--- src/rtl/pfc_pkg.sv ---
package pfc_pkg;
  // Level is active when it matches the selected polarity.
  function automatic logic lvl_is_active(input logic lvl, input logic act_high);
    return lvl == act_high;
  endfunction

  // Next filter count: count up while the sample disagrees with the accepted level.
  function automatic int unsigned filt_count_next(input logic differs, input int unsigned cnt);
    return differs ? cnt + 1 : 0;
  endfunction
endpackage

--- src/rtl/pfc_sync.sv ---
module pfc_sync #(
  parameter int STAGES = 2
) (
  input  logic clk,
  input  logic rst,
  input  logic rst_val,
  input  logic d,
  output logic q
);
  logic [STAGES-1:0] sh;

  always_ff @(posedge clk) begin
    if (rst) sh <= {STAGES{rst_val}};
    else     sh <= {sh[STAGES-2:0], d};
  end

  assign q = sh[STAGES-1];
endmodule

--- src/rtl/pfc_filter.sv ---
module pfc_filter #(
  parameter int LEN = 4
) (
  input  logic clk,
  input  logic rst,
  input  logic rst_val,
  input  logic en,
  input  logic d,
  output logic acc_o,
  output logic upd_o
);
  import pfc_pkg::*;
  localparam int CNT_W = $clog2(LEN + 1);

  logic [CNT_W-1:0] cnt;
  logic             acc;
  logic             differs;
  logic             full;

  assign differs = (d != acc);
  assign full    = en && differs && (cnt == CNT_W'(LEN - 1));
  assign upd_o   = full || (!en && differs);

  always_ff @(posedge clk) begin
    if (rst) begin
      acc <= rst_val;
      cnt <= '0;
    end else if (!en) begin
      acc <= d;
      cnt <= '0;
    end else if (full) begin
      acc <= d;
      cnt <= '0;
    end else begin
      cnt <= CNT_W'(filt_count_next(differs, int'(cnt)));
    end
  end

  assign acc_o = acc;

  assert_cnt_range_R2: assert property (@(posedge clk) disable iff (rst)
    cnt < CNT_W'(LEN));
  assert_hold_R2: assert property (@(posedge clk) disable iff (rst)
    (en && cnt != CNT_W'(LEN - 1)) |=> $stable(acc));
  assert_bypass_R3: assert property (@(posedge clk) disable iff (rst)
    !en |=> (acc == $past(d)));
endmodule

--- src/rtl/pfc_detect.sv ---
module pfc_detect (
  input  logic clk,
  input  logic rst,
  input  logic edge_mode,
  input  logic active,
  output logic event_o,
  output logic lvl_kill_o
);
  logic prev_act;
  logic evt_q;
  logic rise;

  assign rise = active && !prev_act;

  always_ff @(posedge clk) begin
    if (rst) begin
      prev_act <= 1'b0;
      evt_q    <= 1'b0;
    end else begin
      prev_act <= active;
      evt_q    <= edge_mode && rise;
    end
  end

  assign event_o    = evt_q;
  assign lvl_kill_o = !edge_mode && active;

  assert_pulse_R6: assert property (@(posedge clk) disable iff (rst)
    event_o |=> !event_o);
  assert_level_noevt_R7: assert property (@(posedge clk) disable iff (rst)
    !edge_mode |=> !event_o);
  assert_edge_nokill_R6: assert property (@(posedge clk) disable iff (rst)
    edge_mode |-> !lvl_kill_o);
endmodule

--- src/rtl/pwm_fault_cond.sv ---
module pwm_fault_cond #(
  parameter int SYNC_STAGES = 2,
  parameter int FILT_LEN    = 4,
  parameter int NUM_OUT     = 4
) (
  input  logic               clk,
  input  logic               rst,
  input  logic               fault_pin_i,
  input  logic               filt_en_i,
  input  logic               edge_mode_i,
  input  logic               act_high_i,
  input  logic               async_en_i,
  input  logic [NUM_OUT-1:0] pwm_i,
  output logic [NUM_OUT-1:0] pwm_o,
  output logic               event_o,
  output logic               kill_o
);
  import pfc_pkg::*;

  logic inact_lvl;
  logic sync_lvl;
  logic acc_lvl;
  logic acc_upd;
  logic acc_active;
  logic lvl_kill;
  logic async_kill;

  assign inact_lvl = !act_high_i;

  pfc_sync #(.STAGES(SYNC_STAGES)) u_sync (
    .clk(clk), .rst(rst), .rst_val(inact_lvl), .d(fault_pin_i), .q(sync_lvl)
  );

  pfc_filter #(.LEN(FILT_LEN)) u_filt (
    .clk(clk), .rst(rst), .rst_val(inact_lvl), .en(filt_en_i), .d(sync_lvl),
    .acc_o(acc_lvl), .upd_o(acc_upd)
  );

  assign acc_active = lvl_is_active(acc_lvl, act_high_i);

  pfc_detect u_det (
    .clk(clk), .rst(rst), .edge_mode(edge_mode_i), .active(acc_active),
    .event_o(event_o), .lvl_kill_o(lvl_kill)
  );

  assign async_kill = async_en_i && lvl_is_active(fault_pin_i, act_high_i);
  assign kill_o     = lvl_kill || async_kill;

  for (genvar g = 0; g < NUM_OUT; g++) begin : g_gate
    assign pwm_o[g] = pwm_i[g] && !kill_o;
  end

  assert_async_R8: assert property (@(posedge clk) disable iff (rst)
    (async_en_i && fault_pin_i == act_high_i) |-> (pwm_o == '0));
  assert_gate_R10: assert property (@(posedge clk) disable iff (rst)
    ((pwm_o & ~pwm_i) == '0));
  assert_upd_flip_R2: assert property (@(posedge clk) disable iff (rst)
    acc_upd |=> (acc_lvl != $past(acc_lvl)));
endmodule

--- config.mk ---
export PLATFORM = sky130hd
export DESIGN_NAME = pwm_fault_cond
export DESIGN_NICKNAME = d
export VERILOG_FILES = /design/src/rtl/pfc_pkg.sv /design/src/rtl/pfc_sync.sv /design/src/rtl/pfc_filter.sv /design/src/rtl/pfc_detect.sv /design/src/rtl/pwm_fault_cond.sv
export SDC_FILE = /design/constraint.sdc
export NUM_CORES = 1
export LEC_CHECK = 0
export BUFFER_PORTS_ARGS = -buffer_cell sky130_fd_sc_hd__buf_2
export CAP_MARGIN = 15
export CORE_AREA = 2 2 39 41
export DETAILED_ROUTE_END_ITERATION = 10
export DIE_AREA = 0 0 41 43
export GPL_TIMING_DRIVEN = 0
export PLACE_DENSITY_LB_ADDON = 0.15
export SLEW_MARGIN = 20
export SYNTH_ARGS = -nofsm -noshare
export SYNTH_HDL_FRONTEND = slang
export SYNTH_SLANG_ARGS = --single-unit
export TNS_END_PERCENT = 20
--- constraint.sdc ---
create_clock -name clk -period 1.2 [get_ports clk]
set_input_delay 0.3 -clock clk [delete_from_list [all_inputs] [get_ports clk]]
set_output_delay 0.3 -clock clk [all_outputs]
set_load 0.02 [all_outputs]
Word level (Yosys, flattened, before mapping)
Index checks and enable logic that the tools add are counted.
- add/sub/neg operators: 1
- equality and inequality tests: 5
- mux-type cells: 4
- bitwise operators: 2
- reductions and logical operators: 16
- operator list (operator ; count):
    $logic_and A1 B1 Y1 ; 10
    $logic_not A1 Y1 ; 4
    $reduce_or A4 Y1 ; 1
    $add A3 B1 Y3 const B ; 1
    $eq A3 B2 Y1 const B ; 1
    $mux W1 ; 3
    $ne A3 B2 Y1 const B ; 1
    $eq A1 B1 Y1 ; 2
    $mux W2 ; 1
    $not A1 Y1 ; 2
    $logic_or A1 B1 Y1 ; 1
    $ne A1 B1 Y1 ; 1
- bits in registers: 8
- input port bits: 11
- word-level logic and storage cells: 33

Depth between registers and ports, before layout
Gate-level depths: netlist (run 1).
- depth in word-level cells: 6
- gate-level depth with buffers: 4

Hierarchy
From an unflattened synthesis (run 1), not the netlist that was laid out.
- cells, all modules: 37
- area, all modules: 407.9 um2
- modules (own cells, without submodules) (module ; times used ; cells each ; area each (um2) ; sequential area each (um2)):
    pfc_filter ; 1 ; 16 ; 196.4 ; 90.1
    pwm_fault_cond ; 1 ; 12 ; 81.3 ; 0.0
    pfc_detect ; 1 ; 5 ; 67.6 ; 40.0
    pfc_sync ; 1 ; 4 ; 62.6 ; 40.0

Worst setup path before layout (run 1)
OpenSTA, ideal clock, no wires.
- path type: input port to output port
- start point: in act_high_i
- end point: out pwm_o[1]
- data arrival time: 1054 ps
- data required time: 900 ps
- setup slack: -154 ps
- cell stages on the path: 3
- buffers on the path: 1
- cells stage by stage: buf_2 > nand2b_1 > o21ai_0
- longest elaborated chain between the ends: 5
- elaborated cells between the ends (all ways): 7
- ends and longest elaborated chain (item ; line ; RTL):
    from (decl) ; pwm_fault_cond.sv:11 ; input logic act_high_i,
    $eq A1 B1 Y1 ; pfc_pkg.sv:4 ; return lvl == act_high;
    $logic_and A1 B1 Y1, on equally long branches ; pfc_detect.sv:26, pwm_fault_cond.sv:46 ;
    $logic_or A1 B1 Y1 (*) ; pwm_fault_cond.sv:47 ; assign kill_o = lvl_kill || async_kill;
    $logic_not A1 Y1 (*) ; pwm_fault_cond.sv:50 ; assign pwm_o[g] = pwm_i[g] && !kill_o;
    $logic_and A1 B1 Y1 (*) ; pwm_fault_cond.sv:50 ;
    to (decl) ; pwm_fault_cond.sv:14 ; output logic [NUM_OUT-1:0] pwm_o,
Mark *: on every way between the ends. The rest lies on a longest branch, timed or not.

Final worst setup path (run 1)
- start point: reg u_filt.acc (netlist: u_filt.acc_o)
- end point: out pwm_o[3]
- longest elaborated chain between the ends: 5
- ends and longest elaborated chain (item ; line ; RTL):
    from (decl) ; pfc_filter.sv:16 ; logic acc;
    from (signal assigned) ; pfc_filter.sv:26 ; acc <= rst_val;
    $eq A1 B1 Y1 ; pfc_pkg.sv:4 ;
    $logic_and A1 B1 Y1 ; pfc_detect.sv:26 ; assign lvl_kill_o = !edge_mode && active;
    $logic_or A1 B1 Y1 ; pwm_fault_cond.sv:47 ;
    $logic_not A1 Y1 ; pwm_fault_cond.sv:50 ;
    $logic_and A1 B1 Y1 ; pwm_fault_cond.sv:50 ;
No other way between the ends.

==> results.ini, run 1 <==
[status]
status=finished with violations
violations=setup timing

[timing]
worst_slack_ns=-0.2921
drv_slew=0
grt_setup_unrepaired=true
setup_violations=5
hold_viol=0
clock_skew_ns=0.01051
worst_pin_slew_ns=0.2312
period_needed_ns=1.492
setup_tns_ns=-1.433
fmax_mhz=670.2
fin_crit_sh=1.243
worst_slew_margin_rel=0.8449
holdWs_ns=0.3218

[pwr]
clkPwrFrac=0.323
comb_power_share=0.235
seqPwrFrac=0.443
switchingPower_uw=185.2
netSwitchingFraction=0.2747
ir_worst_vdd_mv=0.5515
power_density_mw_per_mm2=1171
p_total_uw=674.1
p_leak_nw=0.2615
p_int_uw=489.0

[synth]
synth-adder-area-share=0.06079
yosys-mux-area-fraction=0
yosys.area_share.simple=0.3100
syn-num-nets=62
synth_xor_area_frac=0.04255
ys_warn_count=0
synth-compound-area-share=0.1246
synth_top_family_by_area=simple AND/OR/NAND/NOR gates
synth_area_um2=411.6
synthCells=49
yosys.cell_types.count=17
yosysSeqAreaShare=0.4134
synth.avg_cell_area_um2=8.401
ys_ff_latch=8

[global_route]
grt_max_degree=11
antenna_found_initial=0
track_usage=0.1100
grt.overflow.total=0
grt_pass1_vias=360
grt_pass1_wl_um=1331

[clock_tree]
cts_buffer_depth=2
cts-root-buf=clkbuf_4
tritoncts=done
clk_latency_ns=0.25
clkSlewWorstSetupHoldPaths_ns=0.06
cts.sinks=8
htreeDepth=1
numCtsBuffers=3

[route]
ant_nets=0
wl_um=782
dr.first_iter.drc_count=4
vias=394
viasPerCell=4.581
wire_per_inst_um=9.093
firstDrtPassIters=4
drc=0

[critical_path]
cp-start-kind=flip-flop
critPathKind=reg2out
arrival_ns=1.19
crit_chain=nand2b_1 > nand4_1 > o21ai_1 > buf_4
cp_max_fo=5
critPathTopFamily=flip-flops
required_ns=0.90
crit_buf_inv=1
cpPeakStageDelay_ns=0.41
end_kind=output pin
crit_slowest_cell=edfxtp_1

[placement]
dpl.cell_count=81
port_buffers=16
pre_cts_ws_ns=-0.1091
dp_hpwl_um=618.6
place_area_um2=518.0
place_congestion=0.6978

[final_layout]
area_delta_synth_final_pct=39.82
final_common_cell=buf_2
most-common-layout-cells=buf_2, nand2b_1, dfxtp_1
fillers=158
fin_nets=84
final_core_util=0.4159
final_area_um2=575.6
drive_gt1_frac=0.3286
diodes=0
stdcell_count=86

[job]
maxCapViolCount=0

[floorplanning]
io-pin-count=17
die_w_um=41
die_h_um=43
initial_utilization=0.2975
die-area_mm2=0.001763
rows=14
core-area_mm2=0.001384

[min_path]
hp-class=in2reg

[area by class of cell]
cell class | count | area (um^2) | area share
Tap cell | 16 | 20.02 | 0.03478
Timing Repair Buffer | 17 | 103.9 | 0.1804
Multi-Input combinational cell | 36 | 235.2 | 0.4087
Inverter | 4 | 15.01 | 0.02609
Clock buffer | 4 | 26.28 | 0.04565
Buffer | 1 | 5.005 | 0.008696
Sequential cell | 8 | 170.2 | 0.2957
[registers in the layout, summed over array words and instances, names as in the netlist]
name            count
u_det.event_o       1
u_det.prev_act      1
u_filt.acc_o        1
u_filt.cnt          3
u_sync.sh           2
[worst paths after layout]
path	depth (start not counted)	from	to	slack [ns]
worst max-delay path	4	u_filt.acc_o	pwm_o[3]	-0.29
worst min register to register	1	u_det.prev_act	u_det.event_o	0.39
worst min-delay path	2	rst	u_det.prev_act	0.32
worst max register to register	4	u_filt.acc_o	u_filt.acc_o	0.04
[power groups by stage]
| stage | clock, mW | sequential [mW] | combinational [mW] |
|---|---|---|---|
| 5_1_grt | 0.256 | 0.300 | 0.177 |
| 2_1_floorplan | 0 | 0.306 | 0.0849 |
| 3_3_place_gp | 0 | 0.305 | 0.137 |
| 3_5_place_dp | 0 | 0.305 | 0.138 |
| 6_report | 0.218 | 0.298 | 0.158 |
| 4_1_cts | 0.233 | 0.297 | 0.158 |
[worst reg2reg max path: cells and delay by family (launching register included)]
kind | cells | cell delay [ns]
flip-flops | 1 | 0.41
AND/OR/NAND/NOR | 2 | 0.14
buffers and inverters | 1 | 0.17
XOR/XNOR | 1 | 0.16
[cell families (layout without fill, tap and decap cells)]
logic type / count (synthesis) / count (layout)
AND/OR/NAND/NOR: 23 / 23
buffers and inverters: 5 / 26
adder cells (fa/ha/maj): 2 / 2
AO/OA/AOI/OAI: 9 / 9
XOR/XNOR: 2 / 2
flip-flops: 8 / 8
[routing by layer]
| metal | vias to the layer above | part of all wire | GRT usage |
|---|---|---|---|
| met5 | - | 0 | 0 |
| met4 | 0 | 0 | 0.06000 |
| met3 | 0 | 0.064 | 0.03141 |
| met2 | 9 | 0.45 | 0.1813 |
| met1 | 174 | 0.49 | 0.1176 |
| li1 | 211 | - | - |
[timing repair]
action                                  CTS  global route
hold buffers                              0             0
endpoints found under the hold margin     0             0
cloned                                    0             0
endpoints found under the setup margin    5             6
resized for setup                         6             1
pin swaps                                 3             0
setup buffers                             1             0
[cells in the mapped netlist]
library cell	count	area share
o2bb2ai_1	1	0.021
inv_1	4	0.036
nor3_1	2	0.024
edfxtp_1	1	0.073
buf_2	1	0.012
nand3_1	1	0.012
dfxtp_1	7	0.34
nor2_1	2	0.018
o21a_1	1	0.018
nor4b_1	1	0.021
ha_1	2	0.061
o21ai_0	7	0.085
nand2b_1	8	0.12
nand2_1	4	0.036
nor2b_1	1	0.015
xor2_1	2	0.043
nand4_1	4	0.061
No activity file was read; power rests on OpenSTA's default activity.
==> run 2: changes to the inputs <==
- PLACE_DENSITY_LB_ADDON: 0.15 -> unset
==> run 2 against run 1 <==
Compared with the run above: the run still ends with setup timing left; sequential share of layout area shrank 1.3 points; register-to-register slack lost 0.09 ns; maximum frequency shrank 0.34%; first-iteration DRC count grew 50%; utilization grew 1.9 points; wire length grew 6.8%; hold slack gained 0.0029 ns; flip-flop and latch count is the same; largest power group unchanged; global-route usage shrank 1.3 points.
==> results.ini, run 2 (same netlist as run 1, synthesis figures left out) <==
[placement]
dpl.cell_count=81  ; unchanged
dp_hpwl_um=639.4  ; +3.4%
port_buffers=16  ; unchanged
place_congestion=0.6559  ; -6.0%
pre_cts_ws_ns=-0.1085  ; +0.0006120 ns

[clock_tree]
clkSlewWorstSetupHoldPaths_ns=0.06  ; about the same
cts_buffer_depth=2  ; unchanged
numCtsBuffers=3  ; unchanged
holdBufCountCts=0  ; unchanged
cts-root-buf=clkbuf_4
clk_latency_ns=0.25  ; about the same
htreeDepth=1  ; unchanged
cts.sinks=8  ; unchanged
tritoncts=done

[timing]
setup_violations=6  ; +1
worst_slew_margin_rel=0.8491  ; +0.004187
clock_skew_ns=0.003598  ; -0.006908 ns
drv_slew=0  ; unchanged
worst_pin_slew_ns=0.2263  ; -0.004911 ns
fin_crit_sh=1.248  ; +0.004227
hold_viol=0  ; unchanged
fmax_mhz=667.9  ; -0.34%
worst_slack_ns=-0.2972  ; -0.005072 ns
holdWs_ns=0.3247  ; +0.002932 ns
period_needed_ns=1.497  ; +0.005072 ns
grt_setup_unrepaired=true

[final_layout]
diodes=0  ; unchanged
most-common-layout-cells=buf_2, nand2b_1, dfxtp_1
fin_nets=84  ; unchanged
regArea_um2=170.2  ; unchanged
top_regs=u_filt.cnt: 3 flops, u_sync.sh: 2 flops
largest_reg_flops=3  ; unchanged
regMostFlops=u_filt.cnt
fillers=134  ; -15%
area_delta_synth_final_pct=46.20
drive_gt1_frac=0.3571  ; +0.02857
stdcell_count=86  ; unchanged
final_common_cell=buf_2
multiInputGateArea_um2=261.5  ; +11%

[critical_path]
critPathKind=reg2out
r2r_cells=4  ; unchanged
cp_max_fo=5  ; unchanged
cp-start-kind=flip-flop
end_kind=output pin
required_ns=0.90  ; about the same
arrival_ns=1.20  ; about the same

[floorplanning]
die-area_mm2=0.001763  ; unchanged
rows=14  ; unchanged
initial_utilization=0.2975  ; unchanged
io-pin-count=17  ; unchanged
die_w_um=41  ; unchanged
die_h_um=43  ; unchanged
core-area_mm2=0.001384  ; unchanged

[pwr]
power_density_mw_per_mm2=1140  ; -2.6%
comb_power_share=0.247  ; +0.012
p_leak_nw=0.2719  ; +4.0%
ir_worst_vdd_mv=0.5365  ; -2.7%
seqPwrFrac=0.440  ; -0.003
clkPwrFrac=0.313  ; -0.010
p_int_uw=495.0  ; +1.2%
netSwitchingFraction=0.2788  ; +0.004174
switchingPower_uw=191.4  ; +3.4%

[global_route]
track_usage=0.09697  ; -0.01302
grt_pass1_wl_um=1179  ; -11%
grt_max_degree=11  ; unchanged
antenna_found_initial=0  ; unchanged
grt.overflow.total=0  ; unchanged
grt_pass1_vias=341  ; -5.3%

[route]
wl_um=835  ; +6.8%
wire_per_inst_um=9.709  ; +6.8%
vias=397  ; +0.76%
firstDrtPassIters=4  ; unchanged
dr.first_iter.drc_count=6  ; +2
viasPerCell=4.616  ; +0.76%
ant_nets=0  ; unchanged
drc=0  ; unchanged

[job]
maxCapViolCount=0  ; unchanged

[status]
violations=setup timing
status=finished with violations

[min_path]
hp-class=in2reg
hold_path_depth=2  ; unchanged

[run 2: cell types whose count changed in the layout (fill, tap and decap cells not counted)]
cell and delta:
nor4b_2 +1, o2bb2ai_2 -1, nand2b_4 +1, nand2b_1 -1, o2bb2ai_4 +1, nor4b_1 -1
[run 2: power by group through the flow]
stage,combinational [mW],clock [mW],sequential [mW]
2_1_floorplan,0.0849,0,0.306
3_3_place_gp,0.136,0,0.305
5_1_grt,0.185,0.246,0.304
6_report,0.169,0.215,0.302
4_1_cts,0.158,0.229,0.298
3_5_place_dp,0.138,0,0.305
[run 2: final cells by class]
class                      instances  area share
inverter                           4     0.02495
timing repair buffer              17      0.1726
buffer                             1    0.008316
clock buffer                       4     0.04366
tap                               16     0.03326
sequential                         8      0.2827
multi-input combinational         36      0.4345
[run 2: layer usage]
layer	up-vias	part of all wire	GRT usage
met5	-	0	0
met4	0	0	0.06000
met3	0	0.096	0.03141
met2	18	0.46	0.1531
met1	168	0.44	0.1049
li1	211	-	-
[run 2: repair_timing]
item | CTS | global route
pin swaps | 3 | 2
resized for setup | 6 | 4
buffers inserted | 1 | 0
setup endpoints to repair | 5 | 6
[run 2: final timing paths]
path | from | slack [ns] | to
worst min-delay path | rst | 0.32 | u_det.prev_act
worst max register to register | u_filt.acc_o | -0.05 | u_filt.acc_o
worst max-delay path | u_filt.acc_o | -0.30 | kill_o
worst min register to register | u_det.prev_act | 0.41 | u_det.event_o
[run 2: worst max-delay path, stage by stage (launching register included)]
cell       delay [ns]
edfxtp_1         0.48
o2bb2ai_4        0.20
o21a_1           0.15
buf_6            0.12
[run 2: metrics by stage]
stage	TNS [ns]	cell area, um^2	util	power, mW
3_5_place_dp	-0.5225	518.0	0.3743	0.4435
3_3_place_gp	-0.4877	518.0	0.3743	0.4417
2_1_floorplan	-0.07235	417.9	-	0.3913
5_1_grt	-1.962	601.8	0.4349	0.7354
6_report	-1.498	601.8	0.4349	0.6864
4_1_cts	-1.552	568.0	0.4105	0.6838
==> run 3: changes to the inputs <==
- BUFFER_PORTS_ARGS: -buffer_cell sky130_fd_sc_hd__buf_2 -> unset
- DONT_BUFFER_PORTS: unset -> 1
==> run 3 against run 2 <==
Compared with the run above: the flow still finishes with violations (setup timing); via count down 13%; clock-buffer cell count unchanged; final cell count fell by 19%; total power fell by 5.0%; register-to-register slack about the same; critical path depth is 1 lower; clock skew is 0.0020 ns higher; clock power is 4% higher; non-clock buffer count down 16; maximum frequency is 0.24% lower; sequential power about the same; wire length decreased by 3.2%; critical path type unchanged; critical endpoint unchanged; largest power group unchanged; highest routed layer unchanged.
==> results.ini, run 3 (same netlist as run 1, synthesis figures left out) <==
[clock_tree]
clkSlewWorstSetupHoldPaths_ns=0.06  ; about the same
holdBufCountCts=0  ; unchanged
cts_buffer_depth=2  ; unchanged
htreeDepth=1  ; unchanged
cts-root-buf=clkbuf_4
cts.sinks=8  ; unchanged
tritoncts=done
clk_latency_ns=0.26  ; about the same
numCtsBuffers=3  ; unchanged

[critical_path]
end_kind=output pin
rr_startpoint=u_filt.acc_o
crit_slowest_cell=edfxtp_1
crit_chain=o2bb2ai_4 > o21a_2
cpPeakStageDelay_ns=0.48  ; about the same
critPathLaunch=u_filt.acc_o
critPathKind=reg2out
arrival_ns=1.20  ; about the same
cp-start-kind=flip-flop
required_ns=0.90  ; about the same
cp_max_fo=5  ; unchanged

[route]
drc=0  ; unchanged
ant_nets=0  ; unchanged
dr.first_iter.drc_count=8  ; +2
firstDrtPassIters=3  ; -1
wire_per_inst_um=11.54  ; +19%
wl_um=808  ; -3.2%
viasPerCell=4.914  ; +6.5%
vias=344  ; -13%

[min_path]
min_from=rst
hp-class=in2reg

[placement]
pre_cts_ws_ns=-0.1006  ; +0.007883 ns
place_congestion=0.7353  ; +12%
place_area_um2=437.9  ; -15%
dp_hpwl_um=573  ; -10%
port_buffers=0  ; -16

[global_route]
track_usage=0.1055  ; +0.008507
grt_pass1_wl_um=1186  ; +0.59%
grt_pass1_vias=329  ; -3.5%
grt_max_degree=11  ; unchanged
antenna_found_initial=0  ; unchanged
grt.overflow.total=0  ; unchanged

[pwr]
p_total_uw=652.0  ; -5.0%
ir_worst_vdd_mv=0.4406  ; -18%
power_density_mw_per_mm2=1238  ; +8.5%
p_leak_nw=0.2088  ; -23%

[status]
violations=setup timing
status=finished with violations

[timing]
period_needed_ns=1.501  ; +0.003619 ns
setup_violations=6  ; unchanged
worst_pin_slew_ns=0.2645  ; +0.03820 ns
fmax_mhz=666.3  ; -0.24%
fin_crit_sh=1.251  ; +0.003016
setup_tns_ns=-1.271  ; +0.2268 ns
drv_slew=0  ; unchanged
hold_viol=0  ; unchanged
grt_setup_unrepaired=true
worst_slack_ns=-0.3008  ; -0.003619 ns
clock_skew_ns=0.005599  ; +0.002001 ns
holdWs_ns=0.1139  ; -0.2108 ns
worst_slew_margin_rel=0.8236  ; -0.02549

[final_layout]
area_delta_synth_final_pct=27.96
drive_gt1_frac=0.2778  ; -0.07937
regMostFlops=u_filt.cnt
most-common-layout-cells=nand2b_1, dfxtp_1
top_regs=u_filt.cnt: 3 flops, u_sync.sh: 2 flops
final_area_um2=526.8  ; -12%
largest_reg_flops=3  ; unchanged
fin_nets=68  ; -19%
diodes=0  ; unchanged

[floorplanning]
initial_utilization=0.2975  ; unchanged
io-pin-count=17  ; unchanged
core-area_mm2=0.001384  ; unchanged
die_w_um=41  ; unchanged
rows=14  ; unchanged
die-area_mm2=0.001763  ; unchanged
die_h_um=43  ; unchanged

[job]
maxCapViolCount=0  ; unchanged

-- run 3: cell types whose count changed in the layout (fill, tap and decap cells not counted), sizes merged --
cell / before / now
buf: 18 / 2
-- run 3: routing by layer --
| metal | share of wire | global-route usage |
|---|---|---|
| met3 | 0.12 | 0.03141 |
| met5 | 0 | 0 |
| met4 | 0 | 0.08000 |
| met1 | 0.38 | 0.1030 |
| met2 | 0.50 | 0.1719 |
-- run 3: metrics by stage --
stage          instances    util
2_1_floorplan         49       -
3_3_place_gp          65  0.3165
3_5_place_dp          65  0.3165
4_1_cts               70  0.3671
5_1_grt               70  0.3807
6_report              70  0.3807
-- run 3: critical path: cells and delay by family, from the launching register on --
| kind | cells | cell delay [ns] |
|---|---|---|
| DFF | 1 | 0.48 |
| AOI/OAI and AO/OA | 2 | 0.47 |
-- run 3: timing repair --
action	CTS	global route
setup endpoints to repair	5	8
gates resized for setup	7	3
cloned	0	0
pin swaps	2	0
setup buffers	1	0
-- run 3: path summary, 6_finish.rpt --
path | slack (ns) | cells after the start | end
setup reg to reg | -0.05 | 4 | u_filt.acc_o
hold reg to reg | 0.41 | 1 | u_det.event_o
setup / recovery | -0.30 | 2 | kill_o
hold / removal | 0.11 | 1 | u_det.event_o
-- run 3: power breakdown --
group          switching [mW]  internal (mW)
Clock                  0.0956          0.127
Sequential             0.0154          0.290
Combinational          0.0746         0.0491
-- run 3: layout make-up --
class | count | area, um^2
multi-input cells | 36 | 282.8
well taps | 16 | 20.02
inverters | 4 | 15.01
clock buffers | 4 | 26.28
fillers | 152 | 857.1
repair buffers | 1 | 7.507
plain buffers | 1 | 5.005
flip-flops and latches | 8 | 170.2
